$ cat config.mk
export PLATFORM = sky130hd
export DESIGN_NAME = line_audio_fifo
export DESIGN_NICKNAME = d
export VERILOG_FILES = /design/src/rtl/line_audio_fifo.sv
export SDC_FILE = /design/constraint.sdc
export NUM_CORES = 1
export LEC_CHECK = 0
export CELL_PAD_IN_SITES_DETAIL_PLACEMENT = 1
export CELL_PAD_IN_SITES_GLOBAL_PLACEMENT = 1
export CORE_MARGIN = 3
export CORE_UTILIZATION = 45
export CTS_CLUSTER_DIAMETER = 200
export DETAILED_ROUTE_END_ITERATION = 8
export PLACE_DENSITY_LB_ADDON = 0.1
export SLEW_MARGIN = 0
export SYNTH_ARGS = -nofsm -noshare
export SYNTH_HDL_FRONTEND = slang
export SYNTH_SLANG_ARGS = --single-unit
$ cat constraint.sdc
create_clock -name clk -period 17.5 [get_ports clk]
set_clock_uncertainty 0.1 [all_clocks]
set_input_delay 5.25 -clock clk [delete_from_list [all_inputs] [get_ports clk]]
set_output_delay 5.25 -clock clk [all_outputs]
set_load 0.01 [all_outputs]
$ cat src/rtl/line_audio_fifo.sv
module line_audio_fifo #(
  parameter int AW    = 16,
  parameter int ACC_W = 32,
  parameter int VOL_W = 9,
  parameter int MAX_PER_LINE = 2,
  localparam int OUT_W = VOL_W + 9,
  localparam int PW    = VOL_W + 17,
  localparam int CW    = $clog2(MAX_PER_LINE + 1)
) (
  input  logic             clk,
  input  logic             rst_n,
  input  logic             line_stb,
  input  logic [AW-1:0]    cfg_start,
  input  logic [AW-1:0]    cfg_limit,
  input  logic [AW-1:0]    cfg_tail_addr,
  input  logic [ACC_W-1:0] cfg_line_inc,
  input  logic [ACC_W-1:0] cfg_sample_dec,
  input  logic [VOL_W-1:0] cfg_vol_l,
  input  logic [VOL_W-1:0] cfg_vol_r,
  output logic             mem_req,
  output logic             mem_we,
  output logic [AW-1:0]    mem_addr,
  output logic [31:0]      mem_wdata,
  input  logic [31:0]      mem_rdata,
  output logic [AW-1:0]    tail_ptr,
  output logic             out_valid,
  input  logic             out_ready,
  output logic [OUT_W-1:0] out_left,
  output logic [OUT_W-1:0] out_right
);

  typedef enum logic [2:0] {S_IDLE, S_CHECK, S_READ, S_CLEAR, S_TAIL, S_OUT} state_t;

  state_t            state;
  logic [ACC_W-1:0]  acc;
  logic [AW-1:0]     ptr, start_q, limit_q, tail_q;
  logic [ACC_W-1:0]  dec_q;
  logic [VOL_W-1:0]  vol_l_q, vol_r_q;
  logic [CW-1:0]     cnt;
  logic [31:0]       word;
  logic signed [PW-1:0] prod_l, prod_r;

  always_ff @(posedge clk) begin
    if (!rst_n) begin
      state   <= S_IDLE;
      acc     <= '0;
      ptr     <= cfg_start;
      start_q <= cfg_start;
      limit_q <= cfg_limit;
      tail_q  <= cfg_tail_addr;
      dec_q   <= cfg_sample_dec;
      vol_l_q <= cfg_vol_l;
      vol_r_q <= cfg_vol_r;
      cnt     <= '0;
      word    <= '0;
    end else begin
      case (state)
        S_IDLE: begin
          start_q <= cfg_start;
          limit_q <= cfg_limit;
          tail_q  <= cfg_tail_addr;
          dec_q   <= cfg_sample_dec;
          vol_l_q <= cfg_vol_l;
          vol_r_q <= cfg_vol_r;
          if (line_stb) begin
            acc   <= acc + cfg_line_inc;
            cnt   <= '0;
            state <= S_CHECK;
          end
        end
        S_CHECK: state <= (!acc[ACC_W-1] && cnt < CW'(MAX_PER_LINE)) ? S_READ : S_IDLE;
        S_READ:  state <= S_CLEAR;
        S_CLEAR: begin
          word  <= mem_rdata;
          acc   <= acc - dec_q;
          ptr   <= (ptr == limit_q) ? start_q : ptr + AW'(1);
          cnt   <= cnt + CW'(1);
          state <= S_TAIL;
        end
        S_TAIL:  state <= S_OUT;
        S_OUT:   if (out_ready) state <= S_CHECK;
        default: state <= S_IDLE;
      endcase
    end
  end

  assign mem_req   = (state == S_READ) || (state == S_CLEAR) || (state == S_TAIL);
  assign mem_we    = (state == S_CLEAR) || (state == S_TAIL);
  assign mem_addr  = (state == S_TAIL) ? tail_q : ptr;
  assign mem_wdata = (state == S_TAIL) ? {{(32-AW){1'b0}}, ptr} : 32'd0;
  assign tail_ptr  = ptr;
  assign out_valid = (state == S_OUT);

  assign prod_l = $signed({{(VOL_W+1){word[31]}}, word[31:16]}) * $signed({16'd0, 1'b0, vol_l_q});
  assign prod_r = $signed({{(VOL_W+1){word[15]}}, word[15:0]})  * $signed({16'd0, 1'b0, vol_r_q});
  assign out_left  = prod_l[PW-1:8];
  assign out_right = prod_r[PW-1:8];

endmodule

# Word-level counts from Yosys, hierarchy flattened
# Index checks and enable logic that the tools add are counted.
# word_totals
regBits,183
in_bits,166
out_inout_bits,103
elab_cells,62
# op_classes
n_addsub,4
multipliers,2
n_lt_le_gt_ge,1
n_eq_ne,10
n_mux,25
n_reduce_logical,9
# op_table
cell,count
16-bit 2-to-1 mux,11
32-bit 2-to-1 mux,3
32-bit case mux with 2 select lines,1
16-bit by 10-bit multiplier with 26-bit output,2
9-bit 2-to-1 mux,4
32-bit adder,1
32-bit subtractor,1
3-bit case mux with 6 select lines,1
16-bit by 1-bit adder with 16-bit output (second input constant),1
16-bit == test,1
3-bit by 2-bit == test with 1-bit output (second input constant),2
3-bit == test (second input constant),2
3-bit 2-to-1 mux,2
2-bit by 1-bit != test with 1-bit output (second input constant),3
2-bit 2-to-1 mux,2
2-bit case mux with 2 select lines,1
2-bit AND reduction,2
3-bit by 1-bit == test with 1-bit output (second input constant),1
3-bit zero test,1
1-bit logical OR,3
2-bit by 1-bit adder with 2-bit output (second input constant),1
2-bit < comparator (second input constant),1
2-bit != test (second input constant),1
2-bit nonzero test,1
2 further kinds,2

# Depth between registers and ports, before layout
# Gate-level depths: netlist (run 1).
# logic_depth
ltp_word,4
depth_mapped,23
mapped_depth_nobuf,22

# Least setup slack after synthesis (run 1)
# OpenSTA, ideal clock, no wires.
# synth_timing
path_kind,flip-flop to output port
from,reg vol_l_q[1]
to,out out_left[17]
arrival_time_ns,5.684
t_required_ns,12.150
slack_ns,6.466
path_stages_with_launch,23
path_buffers,1
path_cell_list,edfxtp_1 clkbuf_1 nand2_1 fa_1 inv_1 fa_1 inv_1 fa_1 inv_1 fa_1 inv_1 fa_1 inv_1 ha_1 a21o_1 a2111oi_2 o21ai_1 a211oi_2 a21oi_1 and3_1 o31ai_1 nor2b_1 xnor2_1
# synth_via
elab_chain_cells,1
# synth_lines
element,line,text
from (decl),38,"logic [VOL_W-1:0] vol_l_q, vol_r_q;"
from (signal assigned),52,vol_l_q <= cfg_vol_l;
from (signal assigned),63,vol_l_q <= cfg_vol_l;
16-bit by 10-bit multiplier with 26-bit output,94,"assign prod_l = $signed({{(VOL_W+1){word[31]}}, word[31:16]}) * $signed({16'd0, 1'b0, vol_l_q});"
to (decl),28,"output logic [OUT_W-1:0] out_left,"
# Every way passes these cells.

# Worst setup path after layout (run 1)
# layout_timing
from,reg vol_l_q[2]
to,out out_left[17]
# The elaborated chain is that of the path after synthesis.

==> results of run 1 <==
==> cells in the mapped netlist (5+ instances only) <==
master                     instances  area share
sky130_fd_sc_hd__or3_1            10      0.0032
sky130_fd_sc_hd__xor2_1           41       0.018
sky130_fd_sc_hd__nor3_1           13      0.0033
sky130_fd_sc_hd__dfxtp_1          69       0.071
sky130_fd_sc_hd__o21bai_1          7      0.0027
sky130_fd_sc_hd__and3_1           24      0.0077
sky130_fd_sc_hd__xnor2_1          79       0.035
sky130_fd_sc_hd__a21oi_1          52       0.013
sky130_fd_sc_hd__nand2b_1         10      0.0032
sky130_fd_sc_hd__edfxtp_1        114        0.18
sky130_fd_sc_hd__nor2_1           62       0.012
sky130_fd_sc_hd__o211a_1           6      0.0031
sky130_fd_sc_hd__a21o_1           24      0.0092
sky130_fd_sc_hd__buf_1             5     0.00096
sky130_fd_sc_hd__fa_1            243        0.25
sky130_fd_sc_hd__a31oi_1           6      0.0019
sky130_fd_sc_hd__buf_4            17      0.0065
sky130_fd_sc_hd__o211ai_1          5      0.0019
sky130_fd_sc_hd__mux2_2           14      0.0081
sky130_fd_sc_hd__ha_1            143       0.092
sky130_fd_sc_hd__nor2b_1          12      0.0038
sky130_fd_sc_hd__and2_1          137       0.044
sky130_fd_sc_hd__clkbuf_1         86       0.017
sky130_fd_sc_hd__o21ai_0          96       0.025
sky130_fd_sc_hd__nand2_1         396       0.076
sky130_fd_sc_hd__nor4_1            7      0.0022
sky130_fd_sc_hd__nand4_1          12      0.0038
sky130_fd_sc_hd__nand3_1          14      0.0036
sky130_fd_sc_hd__inv_1           332       0.064
sky130_fd_sc_hd__o21a_1           15      0.0058
sky130_fd_sc_hd__a21boi_0         40       0.015
==> cell usage in the layout (no fill, tap or decap), drive strengths merged, types with 19 or more instances in the layout <==
cell type	n
dfxtp	69
nor2	62
fa	243
clkbuf	19
inv	338
and2	137
edfxtp	114
a21oi	52
a21boi	40
a21o	24
xor2	41
ha	143
nand2	396
xnor2	79
clkdlybuf4s50	251
and3	25
o21ai	97
==> kinds of logic (layout without fill, tap and decap cells) <==
kind of cell / after synthesis / after routing / share of synthesized area
compound gates: 277 / 277 / 0.0896
buf+inv: 440 / 624 / 0.0878
flops: 183 / 183 / 0.246
mux: 17 / 17 / 0.00961
other cells: 1 / 17 / 0.000192
simple gates: 717 / 717 / 0.172
xor+xnor: 120 / 120 / 0.0538
fa+ha+maj: 386 / 386 / 0.341
==> area by class of cell <==
type	count	area [sq um]
clock inverters	13	166
fillers	4867	19400
flip-flops and latches	183	4800
clock buffers	19	433
inverters	332	1250
diodes	1	2.50
multi-input cells	1533	13100
repair buffers	260	2580
well taps	577	722
==> worst max-delay path, delay by kind of cell, from the launching register on <==
family	cells	cell delay [ns]
buffers and inverters	4	0.70
xor gates and xnor gates	1	0.14
DFF	1	0.71
AOI/OAI and AO/OA	7	2.32
adders and majority gates	6	2.53
and+or+nand+nor	3	0.59
==> power breakdown <==
| part | switching, W | internal (W) |
|---|---|---|
| registers | 0.0000580 | 0.000514 |
| clock network | 0.000196 | 0.000215 |
| logic | 0.000218 | 0.000199 |
==> layer usage <==
metal | vias to the layer above | track usage
met1 | 7547 | 0.296
met4 | 0 | 0.0590
met3 | 58 | 0.0431
met5 | - | 0
met2 | 242 | 0.429
li1 | 7119 | -
==> final timing paths <==
| kind | from | endpoint | slack [ns] | cells past startpoint |
|---|---|---|---|---|
| max | vol_l_q[2] | out_left[17] | 4.67 | 21 |
| min | acc[13] | acc[13] | 0.38 | 2 |
| max reg2reg | state[2] | acc[31] | 12.28 | 15 |
| min reg2reg | acc[13] | acc[13] | 0.38 | 2 |
==> metrics by stage <==
stage | std cells | power, W | area [sq um] | util | setup slack (ns)
global route | 2918 | 0.00149 | 23000 | 0.543 | 4.05
CTS | 2917 | 0.00142 | 23000 | 0.543 | 4.57
finish | 2918 | 0.00140 | 23000 | 0.543 | 4.67
detailed placement | 2885 | 0.00100 | 22400 | 0.529 | 5.15
global placement | 2885 | 0.000983 | 22400 | 0.529 | 5.29
floorplan | 2156 | 0.000836 | 19600 | - | 6.47
==> sequential cells by signal (all words and copies together), names as in the netlist, 16 cells and up <==
name	count
word	32
limit_q	16
tail_q	16
acc	32
dec_q	32
start_q	16
tail_ptr	16
==> report_table.html, run 1 <==
<table>
<tr><th>Metric</th><th>Value</th></tr>
<tr><th colspan="2">Clock tree</th></tr>
<tr><td>Number of clock sinks seen by CTS</td><td>183</td></tr>
<tr><td>Number of levels the H-tree was split into</td><td>4</td></tr>
<tr><td>Post-CTS Hold Fix Bufs</td><td>0</td></tr>
<tr><td>CTS tree</td><td>built</td></tr>
<tr><td>Cell at the root of the clock tree</td><td>sky130_fd_sc_hd__clkbuf_16</td></tr>
<tr><td>Clock latency reported for the late side of the worst-skew pair</td><td>0.49 ns</td></tr>
<tr><td>Bufs on Longest Clock Path</td><td>2</td></tr>
<tr><td>Count of cells resized by post-cts repair</td><td>0</td></tr>
<tr><td>Clock edge transition at the registers on the reported setup and hold paths</td><td>~0.07 ns</td></tr>
<tr><td>Number of CTS-inserted buffers</td><td>17</td></tr>
<tr><td>Postcts setup bufs</td><td>0</td></tr>
<tr><th colspan="2">Global routing</th></tr>
<tr><td>First-pass GRT wire length</td><td>87.8 mm</td></tr>
<tr><td>Largest net degree at the start of global routing</td><td>76</td></tr>
<tr><td>Total gr overflow</td><td>0</td></tr>
<tr><td>Number of global-route vias before repair</td><td>16800</td></tr>
<tr><td>Gr usage total</td><td>0.238</td></tr>
<tr><td>Antenna violations before repair</td><td>1</td></tr>
<tr><th colspan="2">Min path</th></tr>
<tr><td>Class of the most critical hold timing path</td><td>reg2reg</td></tr>
<tr><th colspan="2">Routing</th></tr>
<tr><td>Max layer used</td><td>met4</td></tr>
<tr><td>Initial detailed-routing violation count</td><td>567</td></tr>
<tr><td>Final wirelength</td><td>approximately 53 mm</td></tr>
<tr><td>Routed Antenna Nets</td><td>0</td></tr>
<tr><td>WL met2</td><td>27.3 mm</td></tr>
<tr><td>Met3 Routed Length</td><td>2.10 mm</td></tr>
<tr><td>Routed length per placed instance</td><td>about 18 um</td></tr>
<tr><td>Total via count in the routed design</td><td>15000</td></tr>
<tr><td>DRC errors left</td><td>0</td></tr>
<tr><td>First-pass iteration count of the detailed router</td><td>4</td></tr>
<tr><td>Metal1 wirelength</td><td>22.8 mm</td></tr>
<tr><td>Detailed-route vias per instance</td><td>about 5.1</td></tr>
<tr><th colspan="2">STA</th></tr>
<tr><td>Setup Total Neg Slack</td><td>0 ns</td></tr>
<tr><td>Max-slew violation count</td><td>0</td></tr>
<tr><td>Relative slew slack</td><td>0.295</td></tr>
<tr><td>RSZ-0062 raised after global routing</td><td>false</td></tr>
<tr><td>Time the worst path needs with I/O delays and setup</td><td>12.83 ns</td></tr>
<tr><td>Highest Clock Rate</td><td>77.9 MHz</td></tr>
<tr><td>Measured slew at the worst slew-check pin</td><td>1.05 ns</td></tr>
<tr><td>Final setup fails</td><td>0</td></tr>
<tr><td>Post-route worst hold slack</td><td>0.376 ns</td></tr>
<tr><td>Final Hold Fails</td><td>0</td></tr>
<tr><td>Final cycle utilization of the critical path</td><td>0.733</td></tr>
<tr><th colspan="2">Synth</th></tr>
<tr><td>Netlist Area Pre-Place</td><td>19500 sq um</td></tr>
<tr><td>Ys flop type</td><td>sky130_fd_sc_hd__edfxtp_1</td></tr>
<tr><td>Share of synthesized area occupied by flip-flops and latches</td><td>0.246</td></tr>
<tr><td>Cell count after synthesis</td><td>2141</td></tr>
<tr><td>Post-synthesis sequential element count</td><td>183</td></tr>
<tr><td>Synth cell types</td><td>62</td></tr>
<tr><td>Syn. warnings</td><td>0</td></tr>
<tr><td>Post-synth EDFFs</td><td>114</td></tr>
<tr><td>Avg Inst Size Synth</td><td>9.12 sq um</td></tr>
<tr><td>Fraction of registers with async set/reset</td><td>0</td></tr>
<tr><th colspan="2">Placed design</th></tr>
<tr><td>Placer's final routability congestion estimate</td><td>0.826</td></tr>
<tr><td>Detailed placer's ending HPWL</td><td>~42 mm</td></tr>
<tr><td>Count of buffers from port buffering</td><td>252</td></tr>
<tr><th colspan="2">Critical path</th></tr>
<tr><td>WP data arrival</td><td>7.48 ns</td></tr>
<tr><td>Maximum single-stage delay on the critical path</td><td>a little over 0.7 ns</td></tr>
<tr><td>Setup crit start kind</td><td>register</td></tr>
<tr><td>Cell type of the slowest stage on the worst timing path</td><td>sky130_fd_sc_hd__edfxtp_1</td></tr>
<tr><td>Maximum fanout encountered on the critical timing path</td><td>16</td></tr>
<tr><td>Type of the worst setup path</td><td>reg2out</td></tr>
<tr><td>Ordered cell list for the critical path</td><td>nand2_1 -&gt; fa_1 -&gt; inv_1 -&gt; fa_1 -&gt; ha_1 -&gt; fa_1 -&gt; inv_1 -&gt; fa_1 -&gt; inv_1 -&gt; ha_1 -&gt; a2111oi_0 -&gt; o21ai_0 -&gt; a2111oi_2 -&gt; o21ai_1 -&gt; a211oi_2 -&gt; a21oi_1 -&gt; and3_1 -&gt; o31ai_1 -&gt; nor2b_1 -&gt; xnor2_1 -&gt; clkdlybuf4s50_1</td></tr>
<tr><td>Data required time of the critical path</td><td>approximately 12 ns</td></tr>
<tr><td>Capturing element type of the critical path</td><td>output pin</td></tr>
<tr><td>Crit-path most repeated cell</td><td>sky130_fd_sc_hd__fa_1</td></tr>
<tr><th colspan="2">Pwr</th></tr>
<tr><td>Max rail drop VDD</td><td>0.0000689 V</td></tr>
<tr><td>Cell leakage power</td><td>10.9 nW</td></tr>
<tr><td>Pwr per Cell Area</td><td>60.8 nW/um^2</td></tr>
<tr><th colspan="2">Floorplan</th></tr>
<tr><td>Initial core utilization</td><td>0.460</td></tr>
<tr><td>Die outline height</td><td>214 um</td></tr>
<tr><td>CORE AREA</td><td>about 42000 sq um</td></tr>
<tr><td>Standard-cell rows</td><td>75</td></tr>
<tr><td>IO Count</td><td>between 200 and 300</td></tr>
<tr><td>Horizontal die dimension</td><td>between 200 and 250 um</td></tr>
<tr><td>Area enclosed by the die boundary</td><td>45900 sq um</td></tr>
<tr><th colspan="2">Outcome</th></tr>
<tr><td>Outcome</td><td>finished clean</td></tr>
<tr><th colspan="2">Layout</th></tr>
<tr><td>Share of layout cells above drive strength 1</td><td>0.0269</td></tr>
<tr><td>Layout-stage area growth over the synthesis result</td><td>18.0%</td></tr>
<tr><td>Net total in the final layout</td><td>2879</td></tr>
<tr><th colspan="2">Job</th></tr>
<tr><td>Total of max-cap violations</td><td>0</td></tr>
</table>
(Power assumes the default switching activity.)
==> inputs of run 2 (changes only) <==
CORE_UTILIZATION = 44   (was 45)
clock period = 13.25 ns   (was 17.5 ns; I/O delays follow)
==> run 2 against run 1 <==
Clock power up 36%. Setup slack worse by 3.0 ns. Critical path depth unchanged. Cell count up 0.27%. Sequential share of layout area about the same. Register-to-register slack worse by 4.2 ns.
==> report_table.html, run 2 (synthesized netlist as in run 1, its figures left out) <==
<table>
<tr><th>Metric</th><th>Value</th></tr>
<tr><th colspan="2">Clock tree</th></tr>
<tr><td>Count of cells resized by post-cts repair</td><td>0 (unchanged)</td></tr>
<tr><td>CTS tree</td><td>built (unchanged)</td></tr>
<tr><td>Number of levels the H-tree was split into</td><td>4 (unchanged)</td></tr>
<tr><td>Number of CTS-inserted buffers</td><td>17 (unchanged)</td></tr>
<tr><td>Postcts setup bufs</td><td>0 (unchanged)</td></tr>
<tr><td>Number of clock sinks seen by CTS</td><td>183 (unchanged)</td></tr>
<tr><td>Bufs on Longest Clock Path</td><td>2 (unchanged)</td></tr>
<tr><td>Cell at the root of the clock tree</td><td>sky130_fd_sc_hd__clkbuf_16 (unchanged)</td></tr>
<tr><td>Post-CTS Hold Fix Bufs</td><td>0 (unchanged)</td></tr>
<tr><td>Clock edge transition at the registers on the reported setup and hold paths</td><td>0.08 ns (was 0.07 ns)</td></tr>
<tr><td>Clock latency reported for the late side of the worst-skew pair</td><td>0.49 ns (about the same)</td></tr>
<tr><th colspan="2">Layout</th></tr>
<tr><td>Layout-stage area growth over the synthesis result</td><td>18.2% (was 18.0%)</td></tr>
<tr><td>Final standard cell count with taps included and fillers excluded</td><td>2926 (was 2918)</td></tr>
<tr><td>Largest registers</td><td>acc (32), dec_q (32), word (32) (unchanged)</td></tr>
<tr><td>Net total in the final layout</td><td>2879 (unchanged)</td></tr>
<tr><td>Share of layout cells above drive strength 1</td><td>0.0265 (was 0.0269)</td></tr>
<tr><td>Number of inserted filler cells in the final layout</td><td>5032 (was 4867)</td></tr>
<tr><td>Top library cells by usage in the layout, fill and taps aside</td><td>sky130_fd_sc_hd__nand2_1, sky130_fd_sc_hd__inv_1, sky130_fd_sc_hd__clkdlybuf4s50_1 (unchanged)</td></tr>
<tr><td>Leading cell type in the layout, fill and taps excluded</td><td>sky130_fd_sc_hd__nand2_1 (unchanged)</td></tr>
<tr><th colspan="2">Routing</th></tr>
<tr><td>Total via count in the routed design</td><td>15000 (about the same)</td></tr>
<tr><td>Final wirelength</td><td>53.1 mm (was 53.2 mm)</td></tr>
<tr><td>Detailed-route vias per instance</td><td>5.11 (was 5.13)</td></tr>
<tr><td>Routed length per placed instance</td><td>18.1 um (was 18.2 um)</td></tr>
<tr><td>First-pass iteration count of the detailed router</td><td>5 (was 4)</td></tr>
<tr><td>Routed Antenna Nets</td><td>0 (unchanged)</td></tr>
<tr><td>Initial detailed-routing violation count</td><td>584 (was 567)</td></tr>
<tr><td>DRC errors left</td><td>0 (unchanged)</td></tr>
<tr><th colspan="2">Floorplan</th></tr>
<tr><td>Initial core utilization</td><td>0.449 (was 0.460)</td></tr>
<tr><td>Horizontal die dimension</td><td>217 um (was 214 um)</td></tr>
<tr><td>IO Count</td><td>269 (unchanged)</td></tr>
<tr><td>Die outline height</td><td>217 um (was 214 um)</td></tr>
<tr><td>CORE AREA</td><td>43500 sq um (was 42400 sq um)</td></tr>
<tr><td>Area enclosed by the die boundary</td><td>46900 sq um (was 45900 sq um)</td></tr>
<tr><td>Standard-cell rows</td><td>76 (was 75)</td></tr>
<tr><th colspan="2">Pwr</th></tr>
<tr><td>Cell leakage power</td><td>10.9 nW (about the same)</td></tr>
<tr><td>Max rail drop VDD</td><td>0.000111 V (was 0.0000689 V)</td></tr>
<tr><td>Overall power after layout</td><td>0.00187 W (was 0.00140 W)</td></tr>
<tr><td>Pwr per Cell Area</td><td>80.9 nW/um^2 (was 60.8 nW/um^2)</td></tr>
<tr><th colspan="2">Global routing</th></tr>
<tr><td>Largest net degree at the start of global routing</td><td>78 (was 76)</td></tr>
<tr><td>Number of global-route vias before repair</td><td>16800 (about the same)</td></tr>
<tr><td>Antenna violations before repair</td><td>1 (unchanged)</td></tr>
<tr><td>Total gr overflow</td><td>0 (unchanged)</td></tr>
<tr><td>Gr usage total</td><td>0.234 (was 0.238)</td></tr>
<tr><td>First-pass GRT wire length</td><td>87.3 mm (was 87.8 mm)</td></tr>
<tr><th colspan="2">Critical path</th></tr>
<tr><td>Type of the worst setup path</td><td>reg2out (unchanged)</td></tr>
<tr><td>Register-to-Register Setup Slack</td><td>8.10 ns (was 12.28 ns)</td></tr>
<tr><td>Startpoint of the most critical register-to-register path</td><td>state[2] (unchanged)</td></tr>
<tr><td>Data required time of the critical path</td><td>9.17 ns (was 12.15 ns)</td></tr>
<tr><td>WP data arrival</td><td>7.52 ns (was 7.48 ns)</td></tr>
<tr><td>Setup crit start kind</td><td>register (unchanged)</td></tr>
<tr><td>Capturing element type of the critical path</td><td>output pin (unchanged)</td></tr>
<tr><td>Number of cells on the worst reg-to-reg path</td><td>14 (was 15)</td></tr>
<tr><td>Crit Reg-Reg Endpoint</td><td>acc[29] (was acc[31])</td></tr>
<tr><td>Maximum fanout encountered on the critical timing path</td><td>15 (was 16)</td></tr>
<tr><th colspan="2">Min path</th></tr>
<tr><td>Worst hold path stage count</td><td>2 (unchanged)</td></tr>
<tr><td>Class of the most critical hold timing path</td><td>reg2reg (unchanged)</td></tr>
<tr><td>Worst Hold End</td><td>acc[31] (was acc[13])</td></tr>
<tr><td>Startpoint of the lowest-slack hold path</td><td>acc[31] (was acc[13])</td></tr>
<tr><th colspan="2">STA</th></tr>
<tr><td>Measured slew at the worst slew-check pin</td><td>1.09 ns (was 1.05 ns)</td></tr>
<tr><td>Final cycle utilization of the critical path</td><td>0.875</td></tr>
<tr><td>Post-route worst hold slack</td><td>0.375 ns (was 0.376 ns)</td></tr>
<tr><td>Final setup fails</td><td>0 (unchanged)</td></tr>
<tr><td>Max-slew violation count</td><td>0 (unchanged)</td></tr>
<tr><td>Final Hold Fails</td><td>0 (unchanged)</td></tr>
<tr><td>Time the worst path needs with I/O delays and setup</td><td>about 12 ns</td></tr>
<tr><td>Relative slew slack</td><td>0.276 (was 0.295)</td></tr>
<tr><td>Setup Total Neg Slack</td><td>0 ns (unchanged)</td></tr>
<tr><td>RSZ-0062 raised after global routing</td><td>false (unchanged)</td></tr>
<tr><td>Highest Clock Rate</td><td>86.2 MHz</td></tr>
<tr><th colspan="2">Placed design</th></tr>
<tr><td>Placer's final routability congestion estimate</td><td>0.855 (was 0.826)</td></tr>
<tr><td>Placed Cells</td><td>2893 (was 2885)</td></tr>
<tr><td>Count of buffers from port buffering</td><td>252 (unchanged)</td></tr>
<tr><td>Detailed placer's ending HPWL</td><td>42.0 mm (was 41.9 mm)</td></tr>
<tr><th colspan="2">Job</th></tr>
<tr><td>Total of max-cap violations</td><td>0 (unchanged)</td></tr>
<tr><th colspan="2">Outcome</th></tr>
<tr><td>Outcome</td><td>finished clean (unchanged)</td></tr>
</table>
[run 2: power by group]
part	leakage (nW)	internal (W)	switching [W]	total (W)
registers	1.73	0.000679	0.0000756	0.000754
clock network	0.301	0.000303	0.000256	0.000558
logic	8.90	0.000264	0.000290	0.000554
[run 2: routing by layer]
layer | track usage | part of all wire
met1 | 0.293 | 0.44
met2 | 0.417 | 0.51
met3 | 0.0442 | 0.036
met4 | 0.0595 | 0.017
met5 | 0 | 0
[run 2: how the worst max path moves through the flow]
stage / from / slack [ns] / end
final: vol_l_q[1] / 1.65 / out_left[17]
after global routing: vol_l_q[2] / 1.06 / out_left[17]
after CTS: vol_l_q[2] / 1.63 / out_left[17]
after detailed placement: vol_l_q[2] / 2.21 / out_left[17]
after global placement: vol_l_q[1] / 2.34 / out_left[17]
after floorplan: vol_l_q[1] / 3.49 / out_left[17]
[run 2: cell type report]
type / count / area, sq um / area share
Antenna cell: 1 / 2.50 / 0.000108
Multi-Input combinational cell: 1533 / 13100 / 0.568
Sequential cell: 183 / 4800 / 0.208
Tap cell: 585 / 732 / 0.0317
Inverter: 332 / 1250 / 0.0540
Clock buffer: 19 / 433 / 0.0188
Timing Repair Buffer: 260 / 2580 / 0.112
Clock inverter: 13 / 180 / 0.00781
[run 2: worst max-delay path, stage by stage (launching register included)]
cell and delay [ns]:
sky130_fd_sc_hd__edfxtp_1 0.67, sky130_fd_sc_hd__nand2_1 0.16, sky130_fd_sc_hd__fa_1 0.55, sky130_fd_sc_hd__inv_1 0.05, sky130_fd_sc_hd__fa_1 0.45, sky130_fd_sc_hd__ha_1 0.30
sky130_fd_sc_hd__fa_1 0.48, sky130_fd_sc_hd__inv_1 0.06, sky130_fd_sc_hd__fa_1 0.48, sky130_fd_sc_hd__inv_1 0.05, sky130_fd_sc_hd__ha_1 0.31, sky130_fd_sc_hd__a2111oi_0 0.43
sky130_fd_sc_hd__o21ai_0 0.28, sky130_fd_sc_hd__a2111oi_2 0.54, sky130_fd_sc_hd__o21ai_1 0.23, sky130_fd_sc_hd__a211oi_2 0.44, sky130_fd_sc_hd__a21oi_1 0.18, sky130_fd_sc_hd__and3_1 0.21
sky130_fd_sc_hd__o31ai_1 0.25, sky130_fd_sc_hd__nor2b_1 0.22, sky130_fd_sc_hd__xnor2_1 0.14, sky130_fd_sc_hd__clkdlybuf4s50_1 0.56
[run 2: per-stage QoR]
| stage | utilization | setup WS [ns] | instance area (sq um) |
|---|---|---|---|
| 2_1_floorplan | - | 3.49 | 19600 |
| 4_1_cts | 0.531 | 1.63 | 23100 |
| 3_5_place_dp | 0.517 | 2.21 | 22500 |
| 5_1_grt | 0.531 | 1.06 | 23100 |
| 6_report | 0.531 | 1.65 | 23100 |
| 3_3_place_gp | 0.517 | 2.34 | 22500 |
==> inputs of run 3 (changes only) <==
ABC_AREA = 0   (was unset)
==> results of run 3 <==
The final DEF is identical to that of run 2; final timing and power are the same.
